[src/rtl/gbr_pkg.sv]
package gbr_pkg;
  typedef struct packed {
    logic lt;
    logic gt;
    logic eq;
    logic so;
  } cr_t;
endpackage

[src/rtl/gbr_swap_stage.sv]
module gbr_swap_stage #(
  parameter int W = 64,
  parameter int K = 0
) (
  input  logic [W-1:0] in_i,
  input  logic         sel_i,
  output logic [W-1:0] out_o
);
  localparam int BLK = 1 << K;

  // swap each pair of adjacent BLK-bit blocks when selected
  for (genvar i = 0; i < W; i++) begin : g_bit
    assign out_o[i] = sel_i ? in_i[i ^ BLK] : in_i[i];
  end
endmodule

[src/rtl/gbr_butterfly.sv]
module gbr_butterfly #(
  parameter int W = 64,
  localparam int LOG = $clog2(W)
) (
  input  logic [W-1:0]   a_i,
  input  logic [LOG-1:0] ctl_i,
  output logic [W-1:0]   y_o
);
  logic [W-1:0] stage_d [LOG+1];

  assign stage_d[0] = a_i;

  for (genvar k = 0; k < LOG; k++) begin : g_stage
    gbr_swap_stage #(.W(W), .K(k)) i_stage (
      .in_i (stage_d[k]),
      .sel_i(ctl_i[k]),
      .out_o(stage_d[k+1])
    );
  end

  assign y_o = stage_d[LOG];
endmodule

[src/rtl/gbr_cond.sv]
module gbr_cond
  import gbr_pkg::*;
#(
  parameter int W = 64
) (
  input  logic [W-1:0] res_i,
  input  logic         so_i,
  output cr_t          cr_o
);
  logic zero;

  assign zero    = (res_i == '0);
  assign cr_o.lt = res_i[W-1];
  assign cr_o.eq = zero;
  assign cr_o.gt = !res_i[W-1] && !zero;
  assign cr_o.so = so_i;
endmodule

[src/rtl/gbr_unit.sv]
module gbr_unit
  import gbr_pkg::*;
#(
  parameter int XLEN = 64,
  localparam int LOG = $clog2(XLEN),
  localparam int HALF = XLEN / 2
) (
  input  logic            clk_i,
  input  logic            rst_ni,
  input  logic [XLEN-1:0] a_i,
  input  logic [XLEN-1:0] rb_i,
  input  logic [LOG-1:0]  imm_i,
  input  logic            imm_sel_i,
  input  logic            word_i,
  input  logic            rec_i,
  input  logic            so_i,
  output logic [XLEN-1:0] res_o,
  output logic [3:0]      cr0_o
);
  logic [LOG-1:0]  ctl_sel;
  logic [LOG-1:0]  ctl_eff;
  logic [XLEN-1:0] perm;
  logic [XLEN-1:0] res_d;
  cr_t             cr_d;
  cr_t             cr_q;
  logic            pv_q;

  assign ctl_sel = imm_sel_i ? imm_i : rb_i[LOG-1:0];
  // word mode: top stage off keeps the low half inside itself
  assign ctl_eff = word_i ? {1'b0, ctl_sel[LOG-2:0]} : ctl_sel;

  gbr_butterfly #(.W(XLEN)) i_bfly (
    .a_i  (a_i),
    .ctl_i(ctl_eff),
    .y_o  (perm)
  );

  assign res_d = word_i ? {{HALF{1'b0}}, perm[HALF-1:0]} : perm;

  gbr_cond #(.W(XLEN)) i_cond (
    .res_i(res_d),
    .so_i (so_i),
    .cr_o (cr_d)
  );

  always_ff @(posedge clk_i or negedge rst_ni) begin
    if (!rst_ni) begin
      res_o <= '0;
      cr_q  <= '0;
      pv_q  <= 1'b0;
    end else begin
      res_o <= res_d;
      pv_q  <= 1'b1;
      if (rec_i) cr_q <= cr_d;
    end
  end

  assign cr0_o = cr_q;

  p_word_upper_zero_r4: assert property (@(posedge clk_i) disable iff (!rst_ni)
    pv_q && $past(word_i) |-> res_o[XLEN-1:HALF] == '0);

  p_full_popcount_r1: assert property (@(posedge clk_i) disable iff (!rst_ni)
    pv_q && !$past(word_i) |-> $countones(res_o) == $countones($past(a_i)));

  p_zero_ctl_identity_r6: assert property (@(posedge clk_i) disable iff (!rst_ni)
    pv_q && !$past(word_i) &&
    $past(imm_sel_i ? (imm_i == '0) : (rb_i[LOG-1:0] == '0)) |-> res_o == $past(a_i));

  p_cr_onehot_r7: assert property (@(posedge clk_i) disable iff (!rst_ni)
    pv_q && $past(rec_i) |-> $countones(cr0_o[3:1]) == 1);

  p_cr_so_r7: assert property (@(posedge clk_i) disable iff (!rst_ni)
    pv_q && $past(rec_i) |-> cr0_o[0] == $past(so_i));

  p_cr_hold_r8: assert property (@(posedge clk_i) disable iff (!rst_ni)
    pv_q && !$past(rec_i) |-> $stable(cr0_o));
endmodule

[config.mk]
export PLATFORM = sky130hd
export DESIGN_NAME = gbr_unit
export DESIGN_NICKNAME = d
export VERILOG_FILES = /design/src/rtl/gbr_pkg.sv /design/src/rtl/gbr_swap_stage.sv /design/src/rtl/gbr_butterfly.sv /design/src/rtl/gbr_cond.sv /design/src/rtl/gbr_unit.sv
export SDC_FILE = /design/constraint.sdc
export NUM_CORES = 1
export LEC_CHECK = 0
export ABC_CLOCK_PERIOD_IN_PS = 800
export BUFFER_PORTS_ARGS = -buffer_cell sky130_fd_sc_hd__buf_2
export CAP_MARGIN = 15
export CORE_ASPECT_RATIO = 1.75
export CORE_UTILIZATION = 30
export DETAILED_ROUTE_END_ITERATION = 7
export PLACE_DENSITY = 0.62
export REMOVE_ABC_BUFFERS = 1
export SYNTH_ARGS = -nofsm -noshare
export SYNTH_HDL_FRONTEND = slang
export SYNTH_SLANG_ARGS = --single-unit
export TNS_END_PERCENT = 50
[constraint.sdc]
create_clock -name clk_i -period 0.8 [get_ports clk_i]
set_input_delay 0.08 -clock clk_i [delete_from_list [all_inputs] [get_ports clk_i]]
set_output_delay 0.08 -clock clk_i [all_outputs]
set_load 0.01 [all_outputs]
==> impl_summary.md, run 1 <==
Clock tree
The clock passes through at most 2 buffers. The clock sink count is 68. Counting the buffers created by CTS gives 9. The tree is rooted in a clkbuf_16.

The worst-skew pair later-pin latency is 0.34 ns. TritonCTS built the clock tree. After clock tree synthesis, the clock-pin slew on the worst setup and hold paths is 0.05 ns.

The depth of the CTS H-tree is 3.

Detailed routing
For this block, the via count after detailed routing is 10100. The routed design has 41000 µm of wire. The DRC violation total after the first TritonRoute iteration is 747.

In the routed layout, each cell is associated on average with a via count of 5.98. The detail route stage leaves a number of antenna-violating nets equal to 0. The length of the first detailed-routing pass in iterations is 5. After detailed routing, the number of remaining DRC violations is 0. The routed length per placed instance is 24.4 µm.

Logic synthesis
In the synthesized netlist the async set-or-reset flop fraction comes to 100%. The gate count after technology mapping is 870. In this run, synthesis produced a sequential element count of 68. The count of warnings emitted by yosys is 0. The sequential share of the synthesized area is 24.4%. The area share of the largest cell type after synthesis is 24.4%. Counting flops with a built-in enable in the synthesized netlist gives 0. Of all cell types, the one taking the most synthesized area is dfrtp_1.

Each instance of the synthesized netlist takes up on average 8.02 µm². After synthesis, the netlist uses 53 different library cells. For this run, the leading register cell type out of synthesis is dfrtp_1. By area the synthesized netlist is led by dfrtp_1 (24%), a22oi_1 (13%), mux2i_1 (11%), nand3_1 (8.7%), nand2_1 (4.0%).

In this run the cell area of the synthesized design comes to 6980 µm².

Timing
Setup repair after global routing could not meet its margin everywhere. Counting I/O delays and the setup requirement, the final critical path takes 2.93 ns. In the final timing run, aggregate negative setup slack is -93.76 ns. The worst-case clock skew is 0 ns.

The worst slew slack as a fraction of its limit is 57.4%. The total count of hold-check failures in the final report is 0. The number of pins exceeding their max-slew limit in the final report was 0. Once routing completed, OpenROAD measured the worst setup slack at -2.13 ns. The final critical path takes up 366% of the cycle. At the pin with the least slew margin, the transition time is 0.637 ns. The number of failing setup endpoints in the final timing report is 135. For this run, the top clock speed supported by timing is 342 MHz.

Finish
The number of fillers in the final layout is 1994. Summing all multi-input logic gate instances after layout gives 6470 µm². Leaving out filler cells and counting taps, the final layout contains 1683. In the layout the commonest cells are buf_4 (341), buf_2 (130), nand3_1 (95).

The area added between synthesis and finish is 94.2%. Registers take 1700 µm². Cells with a size suffix above 1 make up 64.6% of the layout.

At the end of the flow, the number of nets in the layout was 1518. The leading cell type in the layout, fill and taps excluded is buf_4. The antenna diode count is 0.

Placed design
The HPWL after detailed placement is 31000 µm. Input and output buffers added on the ports amount to 149. Routability-driven placement finished with a final weighted congestion of 0.983. At the placement stage, the worst setup path has a slack of -2.80 ns. The number of placed instances, taps included, is 1610.

Global routing
The number of global-route vias before repair was 9703. The first global-routing pass estimated 57800 µm of wire. The initial antenna violation count is 0. The total grt overflow is 0. The total routing resource utilization after global routing is 33.5%. Entering global routing, the biggest net connects 69 pins.

Critical path
The critical path goes through buf_8, mux2i_4, buf_12, buf_12, buf_12, mux2i_1, buf_4, a22oi_2, buf_4, nand3_2, nand4_1, mux2i_1, o211ai_1, nor4_1, nand4_1, nor4_2, nor2_1. The critical path in this run is classified as in -> reg. At the worst endpoint, the required time is 1.02 ns.

The largest single stage delay on the critical path is 0.34 ns. The worst setup path is captured at a flop. The top fanout value on the critical path is 7. Counting stages on the worst path, the most repeated cell is buf_12. Together, buffers and inverters on the worst path number 6. The family of cells with the greatest summed delay on the critical path is simple AND/OR/NAND/NOR gates. The largest individual stage delay along the critical path comes from the cell nor4_2. STA classifies the critical path startpoint as a primary input. The data arrival at the endpoint of the critical path is 3.15 ns.

Power
The reported leakage power is 5.87 nW. The total power per unit cell area is 1690 nW/µm². The worst-case IR drop observed on VDD is 1.01 mV.

Floorplanning
The area of the die is 23900 µm². The initial utilization of the core area, before any placement, comes to 30.7%. In this run the horizontal extent of the chip is 117 µm. The number of I/O pins is 208. Measured along the y axis, the die boundary spans 204 µm. The site row count is 73. The area of the core is 22700 µm².

Status
The checks that failed: setup timing. The flow ran to the end, but the final reports show violations.

Flow run
The number of maximum-capacitance violations is 0.

Min path
The worst hold path belongs to the class in -> reg.
[per-layer routing]
layer  GRT usage, %  vias up  share of wire (%)
met1           34.4     4881                 34
met3           4.84      218                5.1
met5              0        -                  0
li1               -     4439                  -
met2           57.7      526                 50
met4           29.9        0                 11
[Yosys cell counts, types with 2 or more instances]
library cell,number
dfrtp_1,68
nand3_1,121
nor4_1,7
and3_1,2
o2111ai_1,3
a21oi_1,18
or2_2,3
nor3_1,27
a22oi_2,4
a2111oi_0,2
o211ai_1,15
nor2_1,51
o21ai_2,2
inv_1,11
a41o_1,3
a41oi_1,9
o21ai_0,48
mux4_2,5
o22ai_1,37
o21ai_1,16
a31oi_1,5
nand4_1,14
a211oi_1,4
nand2_1,75
and2_1,4
mux2_2,8
inv_2,2
a22oi_1,124
o32ai_4,4
buf_6,18
buf_4,7
clkbuf_1,22
mux2i_1,79
buf_1,6
and4_1,3
buf_2,17
mux2i_2,9
buf_8,2
[flip-flops by register name, summed over array words and instances, names as in the netlist]
register and flops:
cr0_o 4, res_o 64
[where the power goes]
group | internal, mW | switching [mW] | total, mW
Combinational | 6.84 | 7.68 | 14.5
Clock | 2.72 | 1.48 | 4.20
Sequential | 4.02 | 0.188 | 4.21
Total | 13.6 | 9.34 | 22.9
[worst reg2reg max path: stages (launching register included)]
cell and delay, ns:
dfrtp_1 0.38, o21ai_0 0.20, nor2_1 0.06
[cell type report]
| cell class | count | area share, % |
|---|---|---|
| Clock inverter | 6 | 0.656 |
| Tap cell | 300 | 2.77 |
| Clock buffer | 10 | 1.69 |
| Multi-Input combinational cell | 717 | 47.8 |
| Inverter | 13 | 0.360 |
| Sequential cell | 68 | 12.6 |
| Timing Repair Buffer | 569 | 34.2 |
[worst paths after layout]
kind | cells after the start | slack (ns) | to | from
setup / recovery | 17 | -2.13 | cr0_o[2] | imm_sel_i
hold / removal | 3 | 0.06 | cr0_o[1] | rec_i
setup reg to reg | 2 | 0.05 | cr0_o[2] | cr0_o[2]
hold reg to reg | 1 | 0.50 | cr0_o[1] | cr0_o[1]
max in group asynchronous | 3 | 0.23 | res_o[15] | rst_ni
min in group asynchronous | 3 | 0.28 | res_o[20] | rst_ni
[what timing repair did]
item | in CTS | in global routing
setup buffers | 27 | 36
cloned | 3 | 3
hold buffers | 2 | 0
resized for setup | 293 | 159
setup endpoints to repair | 135 | 135
endpoints found under the hold margin | 69 | 0
pin swaps | 60 | 58
[logic make-up after synthesis]
| logic type | synth area share, % |
|---|---|
| muxes | 16.0 |
| buffers and inverters | 7.51 |
| DFF | 24.4 |
| and+or+nand+nor | 21.1 |
| AOI/OAI and AO/OA | 31.0 |
[stage by stage]
stage	area (µm²)	util, %	hold WS [ns]	total power [mW]
finish	13600	59.6	0.0552	22.9
global route	13600	59.6	0.0649	23.9
CTS	12400	54.7	0.0409	21.2
detailed placement	10600	46.7	0.119	15.1
global placement	10600	46.7	0.113	15.0
floorplan	6500	-	-0.216	8.74
Power figures use the tool's default switching activity.
==> inputs of run 2 (changes only) <==
Settings changed: ABC_AREA set to 1, CORE_MARGIN set to 2, SLEW_MARGIN set to 20.
==> impl_summary.md, run 2 <==
Logic synthesis
The synthesized flop and latch total is 68. The synthesized netlist contains 22 unique library cells. The largest total area in the synthesized netlist belongs to nand3_1. Of the synthesized area, sequential elements account for 24.3%. The cell area after synthesis is 7000 µm². The largest family of logic cells by synthesized area is simple AND/OR/NAND/NOR gates. By area the synthesized netlist is led by nand3_1 (49%), dfrtp_1 (24%), nand2_1 (11%), inv_1 (4.2%), buf_2 (2.9%). By count the netlist is led by nand3_1 (691), nand2_1 (205), inv_1 (79). The average footprint of a synthesized cell is 5.90 µm². For this run, the number of Yosys warnings is 0. Summing the areas of all compound-gate instances in the mapped netlist gives 1.00% of the synthesized area. The multiplexer share of the synthesized area is 0.143%.

Summing the areas of all and, or, nand and nor instances in the mapped netlist gives 63.3% of the synthesized area. For this run, asynchronously set or reset flops after synthesis account for 100%. Of the total synthesized cell area, the portion taken by XOR and XNOR cells is 0%. The area share of the largest cell type after synthesis is 49.4%. Of the total synthesized cell area, the portion taken by full adders, half adders and majority gates is 0%. The gate count after technology mapping is 1187.

The most used flip-flop cell after synthesis is dfrtp_1. In this run, synthesis inferred 0 flip-flops with an integrated enable. The most frequent cell after synthesis is nand3_1.

Timing
The total count of hold-check failures in the final report is 0. Between clock sinks in the finished design, the worst skew comes to 0 ns. The number of failing setup endpoints in the final timing report is 135. Setup repair after global routing could not meet its margin everywhere. Across all setup checks in the final design, the least slack found is -1.31 ns. The minimum hold slack is 0.0922 ns.

The number of pins exceeding their max-slew limit in the final report is 0. The timing-limited maximum frequency is 473 MHz. The actual transition at the worst max-transition pin is 0.345 ns. After layout, the minimum clock period comes to 2.11 ns. After routing, the total negative slack on setup checks comes to -60.55 ns. In this run the tightest slew margin relative to its limit is 77.0%. The share of the clock period used by the worst path is 264%.

Critical path
The required time of the critical path is 1.01 ns. In this run the worst path has a maximum fanout of 19. The family of cells with the greatest summed delay on the critical path is simple AND/OR/NAND/NOR gates. Among the stages of the critical path, the cell type that occurs most often is nand3_1. The critical setup path kind is in -> reg.

The critical path contains buffers and inverters numbering 4 combined. The data arrival at the endpoint of the critical path is 2.32 ns. STA classifies the critical path endpoint as a flop. The worst setup path is launched from a primary input. The delay of the slowest cell on the worst path is 0.32 ns.

The signal on the critical path passes through buf_12, inv_8, or2_4, o21ai_4, inv_6, bufbuf_16, nand3_1, nand3_2, nand3_1, nand3_2, nand2_2, nand2_1, nor2_2, nand2_1, nor2_1, nand3_1, nor2_2, nor2_1. On the critical path, the stage with the largest delay is an instance of bufbuf_16.

Global routing
The global-route wire length before repair is 56100 µm. In the global route stage, overall resource usage came out at 30.0%. The initial antenna violation count was 0. The pin count of the biggest net entering global routing is 69. The total grt overflow is 0.

The number of global-route vias before repair is 10100.

Finish
Ranked by flip-flop count, first place goes to res_o. Compared with the post-synthesis result, the final layout area differs by 75.8%. The library cell used most frequently in the layout, excluding fill and tap cells, is nand3_1.

The share of the core filled with cells is 53.2%. The fraction of layout cells with a size suffix above 1 is 47.5%. The library cells used most frequently in the layout, excluding fill and tap cells, are nand3_1 (419), nand3_2 (241), nand2_1 (189). The antenna diode count is 0.

The finished cells cover 12300 µm². For this run, the post-layout net count is 1611. After filler insertion, the fill cell instance count of the layout stands at 2238. The register with the most flip-flops in the layout has 64 of them.

Power
The total power per unit cell area is 1630 nW/µm². The maximum resistive drop on vdd is 1.04 mV. In this run the static leakage power is 6.11 nW.

Placed design
After detailed placement, the total cell area comes to 9280 µm². The number of I/O port buffers is 149. Detailed placement ended at an HPWL of 27800 µm. The congestion estimate from routability-driven global placement came to 1.05. Prior to clock tree synthesis, the placed netlist has a worst setup slack of -2.04 ns.

Clock tree
The worst-skew pair later-pin latency is 0.33 ns. The clock net in this run drives a total of 68 sinks. The clock transition at the register clock pins on the worst setup and hold paths after CTS is 0.05 ns. The clock tree from TritonCTS is built.

In this run the number of H-tree levels came out at 3. The longest clock path from root to sink contains 2 buffers. Counting the buffers created by CTS gives 9. The clock tree root buffer cell is clkbuf_16.

Floorplanning
For this design the top-level I/O count stands at 208. The area of the die is 24600 µm². For this configuration, the core starts out at a cell density of 30.2%. The site row count is 74. The die width is 119 µm. From bottom edge to top edge, the die measures 206 µm. The area of the core is 23100 µm².

Detailed routing
The post-detailed-route count of antenna-violating nets is 0. In this run, the number of DRC markers left after iteration 0 of detailed routing was 1193. The routed length per placed instance is 22.3 µm.

After detailed routing, the total wire length is 39700 µm. The length of the first detailed-routing pass in iterations is 6. The number of remaining DRC errors is 0. The via total after detailed routing is 10600. Using the TritonRoute via totals, the vias-per-cell ratio works out to 5.98.

Status
The run finished, with violations left. The final reports fail on setup timing.

Flow run
The tool flagged a number of max-cap violations equal to 0.

Min path
The worst min-delay path category is in -> reg.
-- run 2: worst paths after layout --
check                      startpoint  depth (start not counted)  slack [ns]   endpoint
setup / recovery            imm_sel_i                         18       -1.31   cr0_o[2]
hold / removal                  rec_i                          4        0.09   cr0_o[0]
setup reg to reg             cr0_o[2]                          2           0   cr0_o[2]
hold reg to reg              cr0_o[0]                          2        0.46   cr0_o[0]
max in group asynchronous      rst_ni                          3        0.22  res_o[12]
min in group asynchronous      rst_ni                          3        0.29   res_o[8]
-- run 2: report_power, final --
group | internal, mW | switching (mW) | leakage [nW]
Sequential | 3.98 | 0.150 | 0.828
Clock | 2.90 | 1.42 | 0.158
Combinational | 4.72 | 6.90 | 5.13
Total | 11.6 | 8.47 | 6.11
-- run 2: cell families (layout without fill, tap and decap cells) --
kind of cell | after synthesis | in the layout
AOI/OAI and AO/OA | 12 | 12
muxes | 1 | 1
and+or+nand+nor | 936 | 936
DFF | 68 | 68
buffers and inverters | 170 | 459
-- run 2: routing by layer --
metal	up-vias	share of wire (%)	global-route usage, %
met5	-	0	0
met4	0	12	27.0
met3	295	7.6	3.84
met2	708	48	52.7
met1	4933	32	30.7
li1	4710	-	-
-- run 2: what timing repair did --
action / CTS / global route
setup endpoints to repair: 135 / 135
pin swaps: 31 / 15
cloned: 10 / 6
endpoints found under the hold margin: 69 / 0
resized for setup: 228 / 174
hold buffers: 2 / 0
buffers inserted: 18 / 11
-- run 2: cell type report --
cell class              instances  area, µm²  area share [%]
multi-input cells             949       6330            51.4
well taps                     304        380            3.09
flip-flops and latches         68       1700            13.8
clock inverters                 5       83.8           0.681
clock buffers                  11        253            2.05
inverters                      82        320            2.60
repair buffers                361       3240            26.3
-- run 2: per-stage QoR --
step / total power [mW] / cells
after floorplan: 8.54 / 1099
after global placement: 12.9 / 1717
after detailed placement: 12.9 / 1717
after CTS: 18.9 / 1763
after global routing: 21.1 / 1780
final: 20.1 / 1780
-- run 2: worst register-to-register path, cell delays in order, from the launching register on --
cell     delay (ns)
dfrtp_1        0.40
mux2i_1        0.21
nor2_1         0.07
